File: src/rtl/dpio_pkg.sv
package dpio_pkg;
    // Control register value after reset: every field an input.
    localparam logic [7:0] CTRL_RESET = 8'h9B;

    // Kind of write seen by one group in the current cycle.
    typedef enum logic [1:0] {
        WK_IDLE,
        WK_PORT,
        WK_MODE,
        WK_BIT
    } wr_kind_e;
endpackage

File: src/rtl/dpio_group.sv
module dpio_group
    import dpio_pkg::*;
#(
    parameter int PORT_W = 8
) (
    input  logic                clk,
    input  logic                rst_n,
    input  logic                wr_en,
    input  logic [1:0]          sel,
    input  logic [PORT_W-1:0]   wdata,
    input  logic [3*PORT_W-1:0] pin_in,
    output logic [3*PORT_W-1:0] pin_out,
    output logic [3*PORT_W-1:0] pin_oe,
    output logic [PORT_W-1:0]   rd_view
);
    localparam int HALF  = PORT_W / 2;
    localparam int BIT_W = $clog2(PORT_W);

    logic [PORT_W-1:0]   ctrl_q;
    logic [PORT_W-1:0]   lat_q [3];
    logic [3*PORT_W-1:0] dir;      // 1 = input
    logic [3*PORT_W-1:0] mixed;
    wr_kind_e            kind;

    // Direction fields taken from the stored direction word.
    assign dir = {{HALF{ctrl_q[3]}}, {(PORT_W-HALF){ctrl_q[0]}},
                  {PORT_W{ctrl_q[1]}}, {PORT_W{ctrl_q[4]}}};

    // Decode the kind of write.
    always_comb begin
        kind = WK_IDLE;
        if (wr_en) begin
            if (sel == 2'd3) kind = wdata[7] ? WK_MODE : WK_BIT;
            else             kind = WK_PORT;
        end
    end

    // State register process.
    always_ff @(posedge clk) begin
        if (!rst_n) begin
            ctrl_q <= CTRL_RESET;
            for (int p = 0; p < 3; p++) lat_q[p] <= '0;
        end else begin
            unique case (kind)
                WK_IDLE: ;
                WK_PORT: begin
                    case (sel)
                        2'd0:    lat_q[0] <= wdata;
                        2'd1:    lat_q[1] <= wdata;
                        default: lat_q[2] <= wdata;
                    endcase
                end
                WK_MODE: begin
                    ctrl_q <= wdata;
                    for (int p = 0; p < 3; p++) lat_q[p] <= '0;
                end
                WK_BIT: lat_q[2][wdata[BIT_W:1]] <= wdata[0];
                default: ;
            endcase
        end
    end

    // Output process: pin drive and read view.
    genvar gp;
    generate
        for (gp = 0; gp < 3; gp++) begin : g_port
            assign pin_out[gp*PORT_W +: PORT_W] = lat_q[gp];
            assign mixed[gp*PORT_W +: PORT_W] =
                (pin_in[gp*PORT_W +: PORT_W] & dir[gp*PORT_W +: PORT_W]) |
                (lat_q[gp] & ~dir[gp*PORT_W +: PORT_W]);
        end
    endgenerate

    assign pin_oe = ~dir;

    always_comb begin
        unique case (sel)
            2'd0:    rd_view = mixed[0 +: PORT_W];
            2'd1:    rd_view = mixed[PORT_W +: PORT_W];
            2'd2:    rd_view = mixed[2*PORT_W +: PORT_W];
            default: rd_view = ctrl_q;
        endcase
    end
endmodule

File: src/rtl/dpio_rd_stage.sv
module dpio_rd_stage #(
    parameter int PORT_W     = 8,
    parameter int NUM_GROUPS = 2
) (
    input  logic                                clk,
    input  logic                                rst_n,
    input  logic                                rd,
    input  logic [$clog2(NUM_GROUPS)-1:0]       grp,
    input  logic [NUM_GROUPS-1:0][PORT_W-1:0]   views,
    output logic [PORT_W-1:0]                   rdata
);
    always_ff @(posedge clk) begin
        if (!rst_n)  rdata <= '0;
        else if (rd) rdata <= views[grp];
    end
endmodule

File: src/rtl/dpio_ctrl.sv
module dpio_ctrl #(
    parameter int PORT_W     = 8,
    parameter int NUM_GROUPS = 2,
    localparam int GRP_W     = $clog2(NUM_GROUPS),
    localparam int ADDR_W    = GRP_W + 2,
    localparam int LINES     = NUM_GROUPS * 3 * PORT_W
) (
    input  logic              clk,
    input  logic              rst_n,
    input  logic [ADDR_W-1:0] bus_addr,
    input  logic [PORT_W-1:0] bus_wdata,
    input  logic              bus_wr,
    input  logic              bus_rd,
    output logic [PORT_W-1:0] bus_rdata,
    input  logic [LINES-1:0]  pin_in,
    output logic [LINES-1:0]  pin_out,
    output logic [LINES-1:0]  pin_oe
);
    localparam int G_LINES = 3 * PORT_W;

    logic [NUM_GROUPS-1:0][PORT_W-1:0] views;
    logic [GRP_W-1:0]                  grp;

    assign grp = bus_addr[ADDR_W-1:2];

    genvar g;
    generate
        for (g = 0; g < NUM_GROUPS; g++) begin : g_grp
            dpio_group #(.PORT_W(PORT_W)) u_group (
                .clk     (clk),
                .rst_n   (rst_n),
                .wr_en   (bus_wr && (grp == GRP_W'(g))),
                .sel     (bus_addr[1:0]),
                .wdata   (bus_wdata),
                .pin_in  (pin_in[g*G_LINES +: G_LINES]),
                .pin_out (pin_out[g*G_LINES +: G_LINES]),
                .pin_oe  (pin_oe[g*G_LINES +: G_LINES]),
                .rd_view (views[g])
            );
        end
    endgenerate

    dpio_rd_stage #(.PORT_W(PORT_W), .NUM_GROUPS(NUM_GROUPS)) u_rd (
        .clk   (clk),
        .rst_n (rst_n),
        .rd    (bus_rd),
        .grp   (grp),
        .views (views),
        .rdata (bus_rdata)
    );
endmodule

File: config.mk
export PLATFORM = sky130hd
export DESIGN_NAME = dpio_ctrl
export DESIGN_NICKNAME = d
export VERILOG_FILES = /design/src/rtl/dpio_pkg.sv /design/src/rtl/dpio_group.sv /design/src/rtl/dpio_rd_stage.sv /design/src/rtl/dpio_ctrl.sv
export SDC_FILE = /design/constraint.sdc
export NUM_CORES = 1
export LEC_CHECK = 0
export BUFFER_PORTS_ARGS = -buffer_cell sky130_fd_sc_hd__clkbuf_2
export CAP_MARGIN = 20
export CORE_UTILIZATION = 30
export CTS_BUF_LIST = sky130_fd_sc_hd__clkbuf_16
export DETAILED_ROUTE_END_ITERATION = 16
export PLACE_DENSITY_LB_ADDON = 0.05
export SYNTH_ARGS = -nofsm -noshare
export SYNTH_HDL_FRONTEND = slang
export SYNTH_HIERARCHICAL = 1
export SYNTH_SLANG_ARGS = --single-unit
File: constraint.sdc
create_clock -name clk -period 1.6 [get_ports clk]
set_input_delay 0 -clock clk [delete_from_list [all_inputs] [get_ports clk]]
set_output_delay 0 -clock clk [all_outputs]
set_load 0.005 [all_outputs]
==> impl.org, run 1 <==
** Finish
- Sequential cell area in the final layout :: 1940 um^2
- The number of antenna diodes in the final layout is 0.
- Count of fill cells added during filler insertion :: 1450
- At the end of the flow, the number of nets in the layout was 630.
- In the layout the commonest cells are sky130_fd_sc_hd__clkbuf_2, sky130_fd_sc_hd__edfxtp_1, sky130_fd_sc_hd__nand2_1, sky130_fd_sc_hd__mux2i_1, sky130_fd_sc_hd__buf_4.
- Fraction of final layout cells sized beyond drive strength 1 :: 0.446
- Leaving out fill and tap cells, the most frequent cell in the layout is sky130_fd_sc_hd__clkbuf_2.
- In the final layout, the multi-input gates occupy 1950 um^2.
- Area Overhead vs Synth :: 29.4%
- Final design area excluding fillers :: 5610 um^2

** GRT
- Pin count of the biggest net entering global routing :: 20
- The first global-routing pass estimated 20.9 mm of wire.
- Residual overflow from global routing :: 0
- The number of antenna violations at the first check in global routing was 0.
- Vias in the first global route :: 3571
- Total global routing track utilization :: 0.193

** STA
- The number of hold violations in the final report came to 0.
- Relative max-transition margin :: 0.379
- Crit share post-route :: 0.979
- In the post-route analysis, the smallest setup slack over all paths is 0.0334 ns.
- Setup TNS :: 0 ns
- Final setup fails :: 0
- Shortest period the worst path allows :: 1.57 ns
- The max-slew violation total from the final report is 0.
- For this run, the top clock speed supported by timing is 638 MHz.
- Worst-margin pin slew :: 0.931 ns
- Setup skew after layout :: 0.00466 ns
- Unrepaired setup endpoints after global routing :: true

** Critical path
- Type of origin of the critical path :: register
- Critical R2R Capture :: u_rd/rdata[2]
- Buffers plus inverters on the worst setup path :: 0
- Traced cell by cell, the critical path runs through mux2_2, o211ai_1, o221ai_2, mux2i_1, a21oi_1.
- Data on the critical path arrives at its endpoint at 1.77 ns.
- Maximum cell stage delay along the critical path :: 0.37 ns
- Grouping stages by cell kind, the critical path spends the most delay in compound AO/OA/AOI/OAI gates.
- Critical path peak fanout :: 6
- Count of cells along the worst register-to-register path :: 5
- Reg-to-reg startpoint :: g_grp[1].u_group/ctrl_q[0]
- The critical path is of the reg2reg type.
- Endpoint kind of the worst setup timing path :: register
- Highest-delay cell along the critical path :: sky130_fd_sc_hd__dfxtp_4
- For the worst setup path, the data required time is 1.81 ns.
- Register-to-register setup slack :: 0.03 ns

** Power
- Largest voltage drop on the vdd net :: 0.425 mV
- After layout, the design draws a total of 0.00510 W.
- Power spread over the standard cell area amounts to 909 nW/um^2.
- In this run the static leakage power is 2.59 nW.

** Synthesis
- Counting flops with a built-in enable in the synthesized netlist gives 48.
- The average instance in the mapped netlist occupies 10.2 um^2.
- Synthesized net count :: 487
- The biggest area contributor in the post-synthesis netlist is sky130_fd_sc_hd__edfxtp_1.
- Among all flip-flop cells after synthesis, the most frequent one is sky130_fd_sc_hd__edfxtp_1.
- Counting flops with an async set or reset pin after synthesis yields a share of 0.
- Warnings from Yosys :: 6
- Counting flops and latches in the post-synthesis netlist gives 72.
- Number of cells produced by synthesis :: 424
- Leading cell types by total area after synthesis :: sky130_fd_sc_hd__edfxtp_1, sky130_fd_sc_hd__dfxtp_1, sky130_fd_sc_hd__mux2i_1, sky130_fd_sc_hd__buf_4, sky130_fd_sc_hd__mux2_2
- The cell area that synthesis handed to floorplanning was 4330 um^2.
- Of the post-synthesis cell area, the dominant cell type holds 0.333.
- Number of unique standard cell types used by synthesis :: 49
- Of the synthesized area, sequential elements account for 0.444.

** Placed design
- Routability-driven placement finished with a final weighted congestion of 0.800.
- Post-detailed-placement cell area :: 5240 um^2
- Estimated wirelength of the detail-placed design :: 11.0 mm
- Count of port buffers added during placement :: 166
- Timing analysis after detailed placement gives a worst setup slack of -0.125 ns.

** Floorplan
- Floorplan row count :: 43
- The die covers 14900 um^2.
- 167 I/O pins were placed.
- In this run the standard cell core region covers 14000 um^2.
- Measured along the x axis, the die boundary spans 122 um.
- The initial utilization of the core area, before any placement, comes to 0.310.
- Vert. Die Dim :: 122 um

** Drt
- Number of optimization iterations in the first detailed-route pass :: 5
- Total DRC errors in the routed layout :: 0
- In the routed layout, each cell is associated on average with a via count of 4.95.
- The detail route stage leaves a number of antenna-violating nets equal to 0.
- Average wire length per cell after detail routing :: 18.8 um
- Total wire length :: 14.1 mm
- The detailed router finished its first iteration with 240 violations.
- Detailed routing inserted a total of 3724 vias.

** Clock network
- Hold Buf Count CTS :: 0
- Clk slew on worst S/H paths :: 0.06 ns
- Clock latency on the worst-skew pair, taken at its later pin, is 0.33 ns.
- CTS Root Cell :: sky130_fd_sc_hd__clkbuf_16
- The H-tree was split into 3 levels.
- Number of buffers added by the clock tree synthesis step :: 9
- TritonCTS clock tree :: yes
- Clock sink count :: 72
- The longest clock path from root to sink contains 2 buffers.
- Number of setup buffers added after CTS :: 0

** Status
- The run finished with clean final reports.

** Worst hold path
- The worst hold path belongs to the class in2reg.
- Hold-critical path depth :: 3
- Worst min-delay path startpoint :: rst_n
- For hold timing, the worst endpoint is u_rd/rdata[1].

** Run
- Max-cap violations in this run came to 0.
-- sequential cells by signal, indices dropped and copies added, names as in the netlist --
name                  count
g_grp.u_group/ctrl_q     16
u_rd/rdata                8
g_grp.u_group/lat_q      48
-- final cells by class --
cell class                      instances  share of cell area
Multi-Input combinational cell        271               0.347
Sequential cell                        72               0.346
Timing Repair Buffer                  200               0.203
Clock buffer                            9              0.0402
Tap cell                              180              0.0402
Clock inverter                          7              0.0156
Inverter                               13             0.00871
-- layer usage --
metal | routed length (um) | GRT usage
met1 | 6820 | 0.279
met5 | 0 | 0
met2 | 6430 | 0.293
met4 | 167 | 0.0587
met3 | 715 | 0.0332
-- report_power, final --
part	total (W)	switching, W	internal [W]
logic	0.000777	0.000420	0.000357
registers	0.00219	0.0000814	0.00211
clock network	0.00213	0.000779	0.00135
total	0.00510	0.00128	0.00382
-- stage by stage --
stage,hold WS [ns],cells,utilization
global route,0.0489,752,0.401
floorplan,0.111,424,-
CTS,0.0321,752,0.398
global placement,0.378,736,0.375
detailed placement,0.386,736,0.375
finish,0.0361,752,0.401
-- cells in the mapped netlist (all sizes together) (6+ instances only) --
master  count
dfxtp      24
o221ai     12
buf        59
nor2        8
o21ai      28
mux2i      32
a31oi       6
inv        13
clkbuf      9
nand2b     22
o211ai     20
edfxtp     48
mux2       20
nand2      35
a21oi      16
and2       16
-- timing repair --
| action | in CTS | in global routing |
|---|---|---|
| resized for setup | 5 | 11 |
| setup endpoints to repair | 6 | 6 |
| pin swaps | 1 | 9 |
-- worst max path at each step --
stage	from	depth (start not counted)	slack (ns)	end
after floorplan	bus_addr[1]	4	0.11	g_grp[1].u_group/lat_q[1][0]
after CTS	g_grp[1].u_group/ctrl_q[3]	5	-0.05	u_rd/rdata[7]
after global placement	g_grp[1].u_group/ctrl_q[3]	5	-0.14	u_rd/rdata[7]
final	g_grp[1].u_group/ctrl_q[0]	5	0.03	u_rd/rdata[2]
after global routing	g_grp[1].u_group/ctrl_q[3]	5	-0.04	u_rd/rdata[7]
after detailed placement	g_grp[1].u_group/ctrl_q[3]	5	-0.13	u_rd/rdata[7]
-- kinds of logic (layout without fill, tap and decap cells) --
| logic type | Yosys count | count (layout) | share of synthesized area |
|---|---|---|---|
| buffers and inverters | 81 | 229 | 0.116 |
| and+or+nand+nor | 114 | 114 | 0.149 |
| AOI/OAI and AO/OA | 105 | 105 | 0.166 |
| DFF | 72 | 72 | 0.444 |
| muxes | 52 | 52 | 0.126 |
-- worst register-to-register path, delay by kind of cell (launching register included) --
| kind | cells | cell delay [ns] |
|---|---|---|
| mux | 2 | 0.49 |
| flops | 1 | 0.37 |
| compound gates | 3 | 0.58 |
Power figures use the tool's default switching activity.
==> inputs of run 2 (changes only) <==
Settings changed: SYNTH_HIERARCHICAL 1 to not set.
==> impl.org, run 2 <==
** Run
- Total of max-cap violations :: 0

** Critical path
- Data on the critical path arrives at its endpoint at 1.74 ns.
- The worst setup path is captured at a register.
- WS Path Type :: reg2reg
- STA classifies the critical path startpoint as a register.
- In this run the worst path has a maximum fanout of 6.
- WP data required :: 1.81 ns

** STA
- Unrepaired setup endpoints after global routing :: false
- Final setup fails :: 0
- Setup skew after layout :: 0.00446 ns
- Final hold violation count :: 0
- Crit share post-route :: 0.957
- The max-slew violation total from the final report came to 0.
- Worst-margin pin slew :: 0.498 ns
- Derived from the worst setup path, the maximum achievable clock frequency is 653 MHz.
- After routing, the total negative slack on setup checks comes to 0 ns.
- In this run the tightest slew margin relative to its limit is 0.667.
- The routed design could run at a clock period as short as 1.53 ns.

** Finish
- Diodes inserted :: 0
- Final net count :: 607
- g_grp.u_group.lat_q holds more flip-flops than any other register.
- Final design area excluding fillers :: 5310 um^2
- Fraction of final layout cells sized beyond drive strength 1 :: 0.415
- The register with the most flip-flops in the layout has 48 of them.
- Util after Layout :: 0.401
- Most frequent standard cell in the layout excluding fill and tap cells :: sky130_fd_sc_hd__clkbuf_2
- In the final layout, the registers with the most flip-flops are g_grp.u_group.lat_q: 48 flops, g_grp.u_group.ctrl_q: 16 flops, u_rd.rdata: 8 flops.
- The library cells used most frequently in the layout, excluding fill and tap cells, are sky130_fd_sc_hd__clkbuf_2, sky130_fd_sc_hd__edfxtp_1, sky130_fd_sc_hd__o21ai_0, sky130_fd_sc_hd__mux2i_1, sky130_fd_sc_hd__buf_4.
- The layout has 1352 filler cells.
- Compared with the post-synthesis result, the final layout area differs by 30.8%.

** Synthesis
- Leading cell types by total area after synthesis :: sky130_fd_sc_hd__edfxtp_1, sky130_fd_sc_hd__dfxtp_1, sky130_fd_sc_hd__buf_4, sky130_fd_sc_hd__mux2i_1, sky130_fd_sc_hd__o21ai_0
- Most common library cells after synthesis :: sky130_fd_sc_hd__o21ai_0, sky130_fd_sc_hd__edfxtp_1, sky130_fd_sc_hd__buf_4
- In the synthesized netlist the dominant register cell turns out to be sky130_fd_sc_hd__edfxtp_1.
- Synthesis produced a netlist with a net count of 464.
- Of the synthesized area, sequential elements account for 0.474.
- Number of cells produced by synthesis :: 401
- Leading cell type by number of instances after synthesis :: sky130_fd_sc_hd__o21ai_0
- After synthesis, the mean cell area works out to 10.1 um^2.
- Number of unique standard cell types used by synthesis :: 45
- Yosys mapped a number of flops with a built-in enable equal to 48.
- Of the post-synthesis cell area, the dominant cell type holds 0.355.
- Post-synthesis cell area :: 4060 um^2
- FFs w/ async S/R, synth :: 0
- Warnings from Yosys :: 0
- Synthesis inferred 72 register bits.
- Most area-hungry cell type in the Yosys netlist :: sky130_fd_sc_hd__edfxtp_1

** GRT
- Residual overflow from global routing :: 0
- Total global routing track utilization :: 0.216
- First-pass GRT wire length :: 21.6 mm
- The number of antenna violations at the first check in global routing is 0.
- Vias in the first global route :: 3530
- Entering global routing, the biggest net connects 28 pins.

** Drt
- The final layout contains routed wiring with a total length of 14.8 mm.
- Average wire length per cell after detail routing :: 20.4 um
- Summing over every cut layer, the via total after detailed routing is 3582.
- Antenna violation net count after detailed routing :: 0
- After detailed routing, the number of vias per cell comes to 4.94.
- Before antenna repair, the detailed router went through 4 iterations.
- Total DRC errors in the routed layout :: 0
- After the first detailed-routing iteration, the DRC count stood at 254.

** Placed design
- Placer Congestion :: 0.797
- Count of port buffers added during placement :: 166
- Estimated wirelength of the detail-placed design :: 11.4 mm
- After detailed placement, the total cell area comes to 4930 um^2.

** Floorplan
- Core footprint :: 13200 um^2
- For this configuration, the core starts out at a cell density of 0.306.
- The floorplan step defined a die boundary enclosing 14000 um^2.
- In this run the vertical extent of the chip is 118 um.
- In this run the core area contains 42 standard-cell rows.
- Horizontal extent of the die :: 118 um
- Ports :: 167

** Clock network
- Maximum buffer depth of the clock tree :: 2
- The tree is rooted in a sky130_fd_sc_hd__clkbuf_16.
- Clock sink count :: 72
- TritonCTS built the clock tree.
- Number of buffers added by the clock tree synthesis step :: 9
- Clk slew on worst S/H paths :: 0.06 ns
- The later pin in the worst-skew pair is clocked with a latency of 0.34 ns.
- H-tree levels :: 3
- The number of setup buffers added after CTS is 0.

** Power
- In this run the power density over the cells is 1010 nW/um^2.
- Largest voltage drop on the vdd net :: 0.488 mV
- Leak pwr :: 2.45 nW

** Worst hold path
- Path category of the worst min-delay check :: in2reg

** Status
- The run finished with clean final reports.
## run 2: kinds of logic after synthesis
| kind of cell | share of synthesized area |
|---|---|
| buffers and inverters | 0.118 |
| multiplexers | 0.105 |
| AND/OR/NAND/NOR | 0.117 |
| flip-flops | 0.474 |
| AO/OA/AOI/OAI | 0.187 |
## run 2: critical path, stage by stage (launching register included)
cell,delay (ns)
sky130_fd_sc_hd__dfxtp_1,0.58
sky130_fd_sc_hd__mux2i_1,0.26
sky130_fd_sc_hd__nor3_1,0.06
sky130_fd_sc_hd__a311oi_1,0.36
sky130_fd_sc_hd__a31oi_1,0.12
## run 2: final cells by class
type	instances	area, um^2	share of cell area
Clock buffer	9	225	0.0424
Clock inverter	7	135	0.0255
Inverter	12	47.5	0.00896
Multi-Input combinational cell	251	1660	0.312
Sequential cell	72	1920	0.362
Tap cell	176	220	0.0415
Timing Repair Buffer	198	1100	0.207
## run 2: timing repair
item | in CTS | in global routing
endpoints found under the hold margin | 2 | 0
gates resized for setup | 0 | 0
hold buffers | 2 | 0
## run 2: metrics by stage
| stage | std cells | power (W) | hold slack (ns) | setup WS, ns |
|---|---|---|---|---|
| after floorplan | 401 | 0.00254 | 0.139 | 0.129 |
| after global placement | 707 | 0.00295 | 0.335 | 0.0841 |
| after detailed placement | 707 | 0.00294 | 0.343 | 0.0564 |
| after CTS | 725 | 0.00540 | 0.0245 | 0.0854 |
| after global routing | 725 | 0.00553 | 0.0418 | 0.0115 |
| final | 725 | 0.00535 | 0.0311 | 0.0689 |
## run 2: path summary, 6_finish.rpt
check	start	endpoint	slack, ns	cells past startpoint
setup / recovery	g_grp[0].u_group.ctrl_q[0]	u_rd.rdata[1]	0.07	4
hold / removal	rst_n	u_rd.rdata[0]	0.03	3
setup reg to reg	g_grp[0].u_group.ctrl_q[0]	u_rd.rdata[1]	0.07	4
hold reg to reg	g_grp[1].u_group.ctrl_q[7]	g_grp[1].u_group.ctrl_q[7]	0.44	1
## run 2: per-layer routing
metal | vias up | GRT usage | part of all wire
li1 | 1708 | - | -
met1 | 1723 | 0.294 | 0.44
met2 | 134 | 0.345 | 0.48
met3 | 17 | 0.0280 | 0.058
met4 | 0 | 0.0873 | 0.019
met5 | - | 0 | 0
## run 2: report_power, final
part           switching, W  internal (W)  total [W]
clock              0.000783       0.00167    0.00245
combinational      0.000381      0.000312   0.000693
sequential        0.0000931       0.00211    0.00221
total               0.00126       0.00410    0.00535
